File: src/rtl/qsel_pkg.sv
package qsel_pkg;
  localparam int N_CRIT  = 6;
  localparam int CODE_W  = 3;
  localparam int DSCP_W  = 6;

  localparam logic [CODE_W-1:0] C_PCP   = 3'd0;
  localparam logic [CODE_W-1:0] C_TOS   = 3'd1;
  localparam logic [CODE_W-1:0] C_CLASS = 3'd2;
  localparam logic [CODE_W-1:0] C_MCAST = 3'd3;
  localparam logic [CODE_W-1:0] C_DA    = 3'd4;
  localparam logic [CODE_W-1:0] C_VLAN  = 3'd5;

  // Merge a new code point above the two preserved low ToS bits.
  function automatic logic [7:0] remark_tos(input logic [7:0] tos,
                                            input logic en,
                                            input logic [DSCP_W-1:0] dscp);
    return en ? {dscp, tos[1:0]} : tos;
  endfunction
endpackage

File: src/rtl/qsel_map_table.sv
module qsel_map_table #(
  parameter int DEPTH = 8,
  parameter int DW    = 4,
  localparam int AW   = (DEPTH > 1) ? $clog2(DEPTH) : 1
) (
  input  logic          clk,
  input  logic          rst_n,
  input  logic          we,
  input  logic [AW-1:0] waddr,
  input  logic [DW-1:0] wdata,
  input  logic [AW-1:0] raddr,
  output logic [DW-1:0] rdata
);
  logic [DW-1:0] mem [DEPTH];

  for (genvar i = 0; i < DEPTH; i++) begin : g_entry
    always_ff @(posedge clk) begin
      if (!rst_n)
        mem[i] <= '0;
      else if (we && (int'(waddr) == i))
        mem[i] <= wdata;
    end
  end

  assign rdata = mem[raddr];
endmodule

File: src/rtl/qsel_walk.sv
module qsel_walk #(
  parameter int N_SLOT = 6,
  parameter int N_CRIT = 6,
  parameter int CW     = 3,
  parameter int QW     = 3,
  localparam int N_CODE = 1 << CW
) (
  input  logic [N_SLOT*CW-1:0] order,
  input  logic [N_CRIT-1:0]    enable,
  input  logic [N_CRIT-1:0]    match,
  input  logic [N_CRIT*QW-1:0] crit_q,
  input  logic [QW-1:0]        default_q,
  output logic [QW-1:0]        sel_q,
  output logic                 hit
);
  logic [N_CODE-1:0]    usable;
  logic [N_CODE*QW-1:0] q_ext;

  assign usable = N_CODE'(enable & match);
  assign q_ext  = (N_CODE*QW)'(crit_q);

  always_comb begin
    logic [CW-1:0] code;
    sel_q = default_q;
    hit   = 1'b0;
    // Lowest slot is visited last so it has the final word.
    for (int s = N_SLOT - 1; s >= 0; s--) begin
      code = order[s*CW +: CW];
      if (usable[code]) begin
        sel_q = q_ext[int'(code)*QW +: QW];
        hit   = 1'b1;
      end
    end
  end
endmodule

File: src/rtl/qsel_top.sv
module qsel_top #(
  parameter int N_QUEUE = 8,
  parameter int CLASS_W = 7,
  parameter int MC_W    = 4,
  localparam int QW     = $clog2(N_QUEUE),
  localparam int MW     = QW + 1,
  localparam int RW     = qsel_pkg::DSCP_W + 1,
  localparam int N_SLOT = qsel_pkg::N_CRIT,
  localparam int CW     = qsel_pkg::CODE_W
) (
  input  logic                 clk,
  input  logic                 rst_n,
  input  logic                 in_valid,
  input  logic [2:0]           in_pcp,
  input  logic [7:0]           in_tos,
  input  logic [CLASS_W-1:0]   in_class,
  input  logic                 in_mc_hit,
  input  logic [MC_W-1:0]      in_mc_idx,
  input  logic                 in_da_hit,
  input  logic [QW-1:0]        in_da_queue,
  input  logic                 in_vlan_hit,
  input  logic [QW-1:0]        in_vlan_queue,
  input  logic [N_SLOT*CW-1:0] cfg_order,
  input  logic [N_SLOT-1:0]    cfg_enable,
  input  logic [QW-1:0]        cfg_default_q,
  input  logic                 tbl_we,
  input  logic [2:0]           tbl_sel,
  input  logic [CLASS_W-1:0]   tbl_addr,
  input  logic [RW-1:0]        tbl_data,
  output logic                 out_valid,
  output logic [QW-1:0]        out_queue,
  output logic [7:0]           out_tos,
  output logic                 out_rewrite
);
  import qsel_pkg::*;

  logic [MW-1:0] pcp_rd, tos_rd, cls_rd, mc_rd;
  logic [RW-1:0] rmk_rd;
  logic [N_CRIT-1:0]    match;
  logic [N_CRIT*QW-1:0] crit_q;
  logic [QW-1:0]        walk_q;
  logic                 walk_hit;
  logic [4:0]           wr_sel;

  for (genvar t = 0; t < 5; t++) begin : g_wsel
    assign wr_sel[t] = tbl_we && (tbl_sel == 3'(t));
  end

  qsel_map_table #(.DEPTH(8), .DW(MW)) pcp_map_i (
    .clk(clk), .rst_n(rst_n), .we(wr_sel[0]), .waddr(tbl_addr[2:0]),
    .wdata(tbl_data[MW-1:0]), .raddr(in_pcp), .rdata(pcp_rd));

  qsel_map_table #(.DEPTH(8), .DW(MW)) tos_map_i (
    .clk(clk), .rst_n(rst_n), .we(wr_sel[1]), .waddr(tbl_addr[2:0]),
    .wdata(tbl_data[MW-1:0]), .raddr(in_tos[7:5]), .rdata(tos_rd));

  qsel_map_table #(.DEPTH(1 << CLASS_W), .DW(MW)) cls_map_i (
    .clk(clk), .rst_n(rst_n), .we(wr_sel[2]), .waddr(tbl_addr),
    .wdata(tbl_data[MW-1:0]), .raddr(in_class), .rdata(cls_rd));

  qsel_map_table #(.DEPTH(1 << MC_W), .DW(MW)) mc_map_i (
    .clk(clk), .rst_n(rst_n), .we(wr_sel[3]), .waddr(tbl_addr[MC_W-1:0]),
    .wdata(tbl_data[MW-1:0]), .raddr(in_mc_idx), .rdata(mc_rd));

  qsel_map_table #(.DEPTH(1 << CLASS_W), .DW(RW)) rmk_map_i (
    .clk(clk), .rst_n(rst_n), .we(wr_sel[4]), .waddr(tbl_addr),
    .wdata(tbl_data), .raddr(in_class), .rdata(rmk_rd));

  always_comb begin
    match = '0;
    crit_q = '0;
    match[C_PCP]   = pcp_rd[QW];
    match[C_TOS]   = tos_rd[QW];
    match[C_CLASS] = cls_rd[QW];
    match[C_MCAST] = in_mc_hit && mc_rd[QW];
    match[C_DA]    = in_da_hit;
    match[C_VLAN]  = in_vlan_hit;
    crit_q[int'(C_PCP)*QW   +: QW] = pcp_rd[QW-1:0];
    crit_q[int'(C_TOS)*QW   +: QW] = tos_rd[QW-1:0];
    crit_q[int'(C_CLASS)*QW +: QW] = cls_rd[QW-1:0];
    crit_q[int'(C_MCAST)*QW +: QW] = mc_rd[QW-1:0];
    crit_q[int'(C_DA)*QW    +: QW] = in_da_queue;
    crit_q[int'(C_VLAN)*QW  +: QW] = in_vlan_queue;
  end

  qsel_walk #(.N_SLOT(N_SLOT), .N_CRIT(N_CRIT), .CW(CW), .QW(QW)) walk_i (
    .order(cfg_order), .enable(cfg_enable), .match(match), .crit_q(crit_q),
    .default_q(cfg_default_q), .sel_q(walk_q), .hit(walk_hit));

  always_ff @(posedge clk) begin
    if (!rst_n) begin
      out_valid   <= 1'b0;
      out_queue   <= '0;
      out_tos     <= '0;
      out_rewrite <= 1'b0;
    end else begin
      out_valid <= in_valid;
      if (in_valid) begin
        out_queue   <= walk_q;
        out_tos     <= remark_tos(in_tos, rmk_rd[RW-1], rmk_rd[RW-2:0]);
        out_rewrite <= rmk_rd[RW-1];
      end else begin
        out_rewrite <= 1'b0;
      end
    end
  end


  valid_follow_chk: assert property (@(posedge clk) disable iff (!rst_n)
    in_valid |=> out_valid);

  idle_quiet_chk: assert property (@(posedge clk) disable iff (!rst_n)
    !in_valid |=> !out_valid);

  default_queue_chk: assert property (@(posedge clk) disable iff (!rst_n)
    (in_valid && !walk_hit) |=> (out_queue == $past(cfg_default_q)));

  low_bits_kept_chk: assert property (@(posedge clk) disable iff (!rst_n)
    in_valid |=> (out_tos[1:0] == $past(in_tos[1:0])));

  rewrite_valid_chk: assert property (@(posedge clk) disable iff (!rst_n)
    out_rewrite |-> out_valid);

  tos_passthru_chk: assert property (@(posedge clk) disable iff (!rst_n)
    (out_valid && !out_rewrite) |-> (out_tos == $past(in_tos)));
endmodule

File: config.mk
export PLATFORM = sky130hd
export DESIGN_NAME = qsel_top
export DESIGN_NICKNAME = d
export VERILOG_FILES = /design/src/rtl/qsel_pkg.sv /design/src/rtl/qsel_map_table.sv /design/src/rtl/qsel_walk.sv /design/src/rtl/qsel_top.sv
export SDC_FILE = /design/constraint.sdc
export NUM_CORES = 2
export LEC_CHECK = 0
export ABC_AREA = 0
export BUFFER_PORTS_ARGS = -buffer_cell sky130_fd_sc_hd__buf_2
export CAP_MARGIN = 20
export CORE_UTILIZATION = 55
export DETAILED_ROUTE_END_ITERATION = 7
export GPL_ROUTABILITY_DRIVEN = 0
export PLACE_DENSITY = 0.71
export SYNTH_ARGS = -nofsm -noshare
export SYNTH_HDL_FRONTEND = slang
export SYNTH_HIERARCHICAL = 1
export SYNTH_SLANG_ARGS = --single-unit
File: constraint.sdc
create_clock -name clk -period 7.9 [get_ports clk]
set_input_delay 1.185 -clock clk [delete_from_list [all_inputs] [get_ports clk]]
set_output_delay 1.185 -clock clk [all_outputs]
set_load 0.02 [all_outputs]
Yosys cells after proc, flatten, opt, wreduce, memory -nomap -nowiden
Memory sizes are Yosys's and may differ from the RTL's.
Cells that the tools add are included.
{ "classes": {"mul": 6, "n_lt_le_gt_ge": 6, "n_eq_ne": 153, "shift": 6, "mux": 1172, "bitwise": 289, "n_reduce_logical": 299} }
{ "ops": {"columns": ["cell", "n"], "rows": [
  ["2-to-1 mux 7 bit", 128],
  ["2-to-1 mux 1 bit", 871],
  ["2-to-1 mux 4 bit", 160],
  ["equality test 7 bit (second input constant)", 64],
  ["logical AND 1 bit", 294],
  ["OR 1 bit", 288],
  ["equality test 7 x 6 -> 1 bit (second input constant)", 32],
  ["indexed part select 24 x 32 -> 3 bit", 6],
  ["equality test 7 x 5 -> 1 bit (second input constant)", 16],
  ["equality test 7 x 4 -> 1 bit (second input constant)", 8],
  ["equality test 4 bit (second input constant)", 8],
  ["multiplier 3 x 2 -> 5 bit (second input constant)", 6],
  ["equality test 7 x 3 -> 1 bit (second input constant)", 4],
  ["less-than comparator 3 x 4 -> 1 bit (second input constant)", 6],
  ["binary-select mux 1 bit (select 3 bit)", 6],
  ["2-to-1 mux 3 bit", 6],
  ["equality test 4 x 3 -> 1 bit (second input constant)", 4],
  ["equality test 3 bit (second input constant)", 5],
  ["equality test 7 x 2 -> 1 bit (second input constant)", 2],
  ["equality test 3 x 2 -> 1 bit (second input constant)", 4],
  ["equality test 4 x 2 -> 1 bit (second input constant)", 2],
  ["2-to-1 mux 8 bit", 1],
  ["equality test 7 x 1 -> 1 bit (second input constant)", 1],
  ["logical NOT 7 bit", 1],
  ["other kinds (6)", 8]
]} }
{ "word_totals": {"register_bits": 13, "ram_bits": 1536, "out_inout_bits": 13, "elab_cells": 1940, "n_memories": 5} }
{ "memory_table": {"columns": ["name", "depth", "width", "rd", "rd_ports_with_merged_regs", "wr", "line", "source"], "rows": [
  ["rmk_map_i.mem", 128, 7, 1, 0, 128, "qsel_map_table.sv:14", "logic [DW-1:0] mem [DEPTH];"],
  ["cls_map_i.mem", 128, 4, 1, 0, 128, "qsel_map_table.sv:14", null],
  ["mc_map_i.mem", 16, 4, 1, 0, 16, "qsel_map_table.sv:14", null],
  ["pcp_map_i.mem", 8, 4, 1, 0, 8, "qsel_map_table.sv:14", null],
  ["tos_map_i.mem", 8, 4, 1, 0, 8, "qsel_map_table.sv:14", null]
]} }

Depth between registers and ports, before layout
An unclocked memory read counts as a cell.
{ "logic_depth": {"word_depth": 11, "mapped_depth": 14} }

By module
Netlist, hierarchy kept.
{ "modules_own_cells": {"columns": ["mod", "instances", "cells_per_inst", "area_each_um2"], "rows": [
  ["qsel_map_table (rmk_map_i)", 1, 2673, 41691.2],
  ["qsel_map_table (cls_map_i)", 1, 1619, 24252.0],
  ["qsel_map_table (mc_map_i)", 1, 218, 3129.3],
  ["qsel_map_table (pcp_map_i ...)", 2, 104, 1527.7],
  ["qsel_walk", 1, 190, 1617.8],
  ["qsel_top", 1, 54, 606.8]
]} }

Least setup slack after synthesis
Ideal clock, no wire load.
{ "synth_timing": {"kind": "input to register", "startpoint": "input in_class[2]", "endpoint": "register out_queue[1]", "arrival_time_ns": 4.820, "required_ns": 7.784, "slack_ns": 2.964, "path_stages": 13, "n_path_buf": 2, "cell_sequence": "clkbuf_1 buf_1 mux4_2 mux4_2 mux4_2 mux2_2 and3b_1 o21a_1 or4_1 a311oi_1 o22ai_1 mux2i_1 nor2b_1"} }
{ "synth_via": {"elab_chain_len": 10, "word_cells_on_any_way": 26} }
{ "synth_lines": {"columns": ["element", "line", "source"], "rows": [
  ["start: declaration", "qsel_top.sv:16", "input logic [CLASS_W-1:0] in_class,"],
  ["memory read (128 x 4 bit) *", null, null],
  ["net cls_rd[3]", "qsel_top.sv:37", "logic [MW-1:0] pcp_rd, tos_rd, cls_rd, mc_rd;"],
  ["AND 6 bit *", "qsel_walk.sv:19", "assign usable = N_CODE'(enable & match);"],
  ["binary-select mux 1 bit (select 3 bit)", "qsel_walk.sv:29", "if (usable[code]) begin"],
  ["2-to-1 mux 1 bit (not written as such)", "qsel_walk.sv:29", null],
  ["2-to-1 mux 3 bit (5 in a row)", "qsel_walk.sv:29", null],
  ["2-to-1 mux 3 bit *", "qsel_walk.sv:29", null],
  ["net walk_q[1]", "qsel_top.sv:41", "logic [QW-1:0] walk_q;"],
  ["end signal: assignment", "qsel_top.sv:99", "out_queue <= walk_q;"],
  ["end: declaration", "qsel_top.sv:31", "output logic [QW-1:0] out_queue,"]
]} }
Mark *: on every way through the listed nets, which the timed path passes. The rest lies on a longest branch. The select of a mux whose other input is x is not followed.
A chain may end at the register's enable or synchronous reset.

Worst setup path in the final report
{ "layout_timing": {"startpoint": "input in_class[0]", "endpoint": "register out_queue[0]"} }
Same word-level chain as after synthesis.

==> metrics.txt <==
# TYPE chip_impl_metric gauge
chip_impl_info{name="run_status",value="finished with violations"} 1
chip_impl_info{name="violated_checks",value="DRC"} 1
chip_impl_info{name="cp_common_cell",value="sky130_fd_sc_hd__mux4_2"} 1
chip_impl_metric{name="design.portCount",unit=""} 92
chip_impl_metric{name="viasPerCell",unit=""} 6.83
chip_impl_metric{name="max-cap-violations",unit=""} 0
chip_impl_metric{name="synthesis_to_layout_area_growth",unit="%"} 9.21
chip_impl_metric{name="worstPathMaxFanout",unit=""} 69
chip_impl_metric{name="fin_clk_skew",unit="ns"} 0.0213
chip_impl_metric{name="cts_buffers",unit=""} 159
chip_impl_info{name="worstPathCellList",value="buf_8 -> buf_4 -> mux4_2 -> mux4_2 -> mux4_2 -> mux2_2 -> and3b_1 -> o21a_1 -> or4_1 -> a311oi_1 -> o22ai_1 -> mux2i_1 -> nor2b_1"} 1
chip_impl_metric{name="worst_path_largest_cell_delay",unit="ns"} 0.54
chip_impl_metric{name="detail-route-antenna-nets",unit=""} 0
chip_impl_metric{name="dr_total_vias",unit=""} 45600
chip_impl_metric{name="first_global_vias",unit=""} 44300
chip_impl_info{name="startpoint_type",value="input port"} 1
chip_impl_metric{name="io_buffer_count",unit=""} 91
chip_impl_metric{name="clock_path_buffers",unit=""} 3
chip_impl_info{name="timing.critical_path.slowest_stage_cell",value="sky130_fd_sc_hd__mux4_2"} 1
chip_impl_metric{name="cts_setup_buffers",unit=""} 0
chip_impl_metric{name="syn_nets",unit=""} 5034
chip_impl_metric{name="drc",unit=""} 41
chip_impl_metric{name="power_density",unit="nW/um2"} 229
chip_impl_metric{name="place_worst_setup_slack",unit="ns"} 1.85
chip_impl_metric{name="routed_wire_length_per_instance",unit="um"} 29.3
chip_impl_metric{name="power.static_leakage",unit="nW"} 31.4
chip_impl_metric{name="fin_crit",unit="ns"} 5.28
chip_impl_metric{name="drt_pass1_iterations",unit=""} 8
chip_impl_metric{name="tritoncts_num_sinks",unit=""} 1549
chip_impl_metric{name="place.detailed.instances",unit=""} 6350
chip_impl_metric{name="grt_max_degree",unit=""} 202
chip_impl_metric{name="grtUsageTotal",unit="%"} 28.6
chip_impl_metric{name="count_of_placed_standard_cells_in_the_final_layout_fillers_left_out",unit=""} 6684
chip_impl_info{name="critical_path.endpoint_type",value="register"} 1
chip_impl_metric{name="initial_core_utilization",unit="%"} 55.5
chip_impl_metric{name="drt-initial-drc-count",unit=""} 6495
chip_impl_metric{name="peak_clock_frequency_supported_by_timing",unit="GHz"} 0.189
chip_impl_metric{name="cts.hold.buffers_added",unit=""} 0
chip_impl_metric{name="floorplan.rows",unit=""} 134
chip_impl_metric{name="tightest_slew",unit="ns"} 1.22
chip_impl_metric{name="cts_htree_levels",unit=""} 4
chip_impl_metric{name="die_h",unit="um"} 370
chip_impl_info{name="worstSetupPathType",value="in2reg"} 1
chip_impl_metric{name="hold_viol",unit=""} 0
chip_impl_metric{name="worst_ep_required_time",unit="ns"} 8.58
chip_impl_metric{name="final_util",unit="%"} 60.7
chip_impl_info{name="cts_tree",value="yes"} 1
chip_impl_metric{name="path_clk_slew",unit="ns"} 0.06
chip_impl_metric{name="drive_above_1_share",unit="%"} 21.4
chip_impl_metric{name="postRouteWirelength",unit="um"} 196000
chip_impl_metric{name="fin_worst_setup_slack",unit="ns"} 2.62
chip_impl_metric{name="setup_viol",unit=""} 0
chip_impl_metric{name="cts.repair.resized",unit=""} 0
chip_impl_metric{name="core_region_area",unit="um2"} 134000
chip_impl_metric{name="hold_ws",unit="ns"} 0.529
chip_impl_metric{name="relSlewSlack",unit="%"} 18.1
chip_impl_info{name="root_buffer",value="sky130_fd_sc_hd__clkbuf_16"} 1
chip_impl_metric{name="syn_area",unit="um2"} 74300
chip_impl_metric{name="slew_viol_final",unit=""} 0
chip_impl_metric{name="worst_ir_drop_vdd",unit="mV"} 0.192
chip_impl_metric{name="final.period_utilization",unit="%"} 66.8
chip_impl_info{name="grt_setup_unrepaired",value="false"} 1
chip_impl_metric{name="hpwl_reported_at_the_end_of_detailed_placement",unit="um"} 117000
chip_impl_metric{name="synth_cells",unit=""} 4955
chip_impl_metric{name="syn_area_per_cell",unit="um2"} 15.0
chip_impl_metric{name="fp.dieArea",unit="um2"} 137000
chip_impl_metric{name="nNetsFinal",unit=""} 4855
chip_impl_metric{name="grt_antenna_before_repair",unit=""} 6
chip_impl_metric{name="grt_pass1_wl",unit="um"} 291000
chip_impl_metric{name="clock_insertion_delay_at_the_later_pin_of_the_skew_report",unit="ns"} 0.80
chip_impl_metric{name="die_x",unit="um"} 370
chip_impl_info{name="min_delay_worst_type",value="reg2reg"} 1
chip_impl_metric{name="fin_setup_tns",unit="ns"} 0
chip_impl_metric{name="worst_ep_arrival_time",unit="ns"} 5.96
chip_impl_metric{name="gr-total-overflow",unit=""} 0
chip_impl_metric{name="nFillCells",unit=""} 9687
chip_impl_metric{name="synth_warnings",unit=""} 6
worst paths after layout:
kind	from	endpoint	slack, ns	depth (start not counted)
worst max-delay path	in_class[0]	out_queue[0]	2.62	13
worst max register to register	cls_map_i/mem[108][3]	out_queue[0]	3.67	11
worst min register to register	out_queue[2]	out_queue[2]	0.53	2
worst min-delay path	out_queue[2]	out_queue[2]	0.53	2
state kept, by name (all words and copies together) (netlist names):
name           count
out_queue          3
out_valid          1
tos_map_i/mem     32
out_tos            8
out_rewrite        1
cls_map_i/mem    512
pcp_map_i/mem     32
mc_map_i/mem      64
rmk_map_i/mem    896
cell usage in the layout, fill, tap and decap left out, drive strengths merged, types with 6 or more instances in the layout:
master,count
mux2i,19
nor4,16
a31oi,9
nor3,54
clkbuf,227
mux4,511
o31ai,7
nand3b,20
nand2b,19
nor2b,19
and2,220
inv,24
nand2,63
bufinv,11
dfxtp,13
buf,248
o21ai,295
a211oi,7
and3,1275
a22oi,10
nor2,92
a2111oi,6
edfxtp,1536
nand3,41
mux2,36
clkinv,71
a21oi,10
final cells by class:
| class | instances | area, um2 | area share (%) |
|---|---|---|---|
| Sequential cell | 1549 | 46400 | 57.2 |
| Inverter | 18 | 67.6 | 0.0833 |
| Tap cell | 1768 | 2210 | 2.73 |
| Timing Repair Buffer | 267 | 1850 | 2.28 |
| Multi-Input combinational cell | 2781 | 25500 | 31.4 |
| Antenna cell | 4 | 10.0 | 0.0123 |
| Clock inverter | 89 | 782 | 0.964 |
| Clock buffer | 208 | 4340 | 5.35 |
where the power goes:
part / switching [mW] / internal [mW]
logic: 0.947 / 0.632
clock network: 3.17 / 4.24
registers: 0.134 / 9.43
critical path, delay by kind of cell:
| kind | cells | cell delay [ns] |
|---|---|---|
| buffers and inverters | 2 | 0.91 |
| AO/OA/AOI/OAI | 3 | 0.80 |
| multiplexers | 5 | 2.08 |
| AND/OR/NAND/NOR | 3 | 0.78 |
layer usage:
metal	up-vias	wire, um	global-route usage, %
met5	-	26	0
met4	4	4870	7.88
met3	325	21300	5.80
met2	2816	93800	45.2
met1	23300	76100	40.8
li1	19200	-	-
stage by stage:
| step | power, mW | instance area [um2] |
|---|---|---|
| floorplan | 10.7 | 74300 |
| global placement | 11.2 | 75700 |
| detailed placement | 11.3 | 75800 |
| CTS | 18.6 | 81000 |
| global route | 19.0 | 81100 |
| finish | 18.6 | 81200 |
Power figures use the tool's default switching activity.
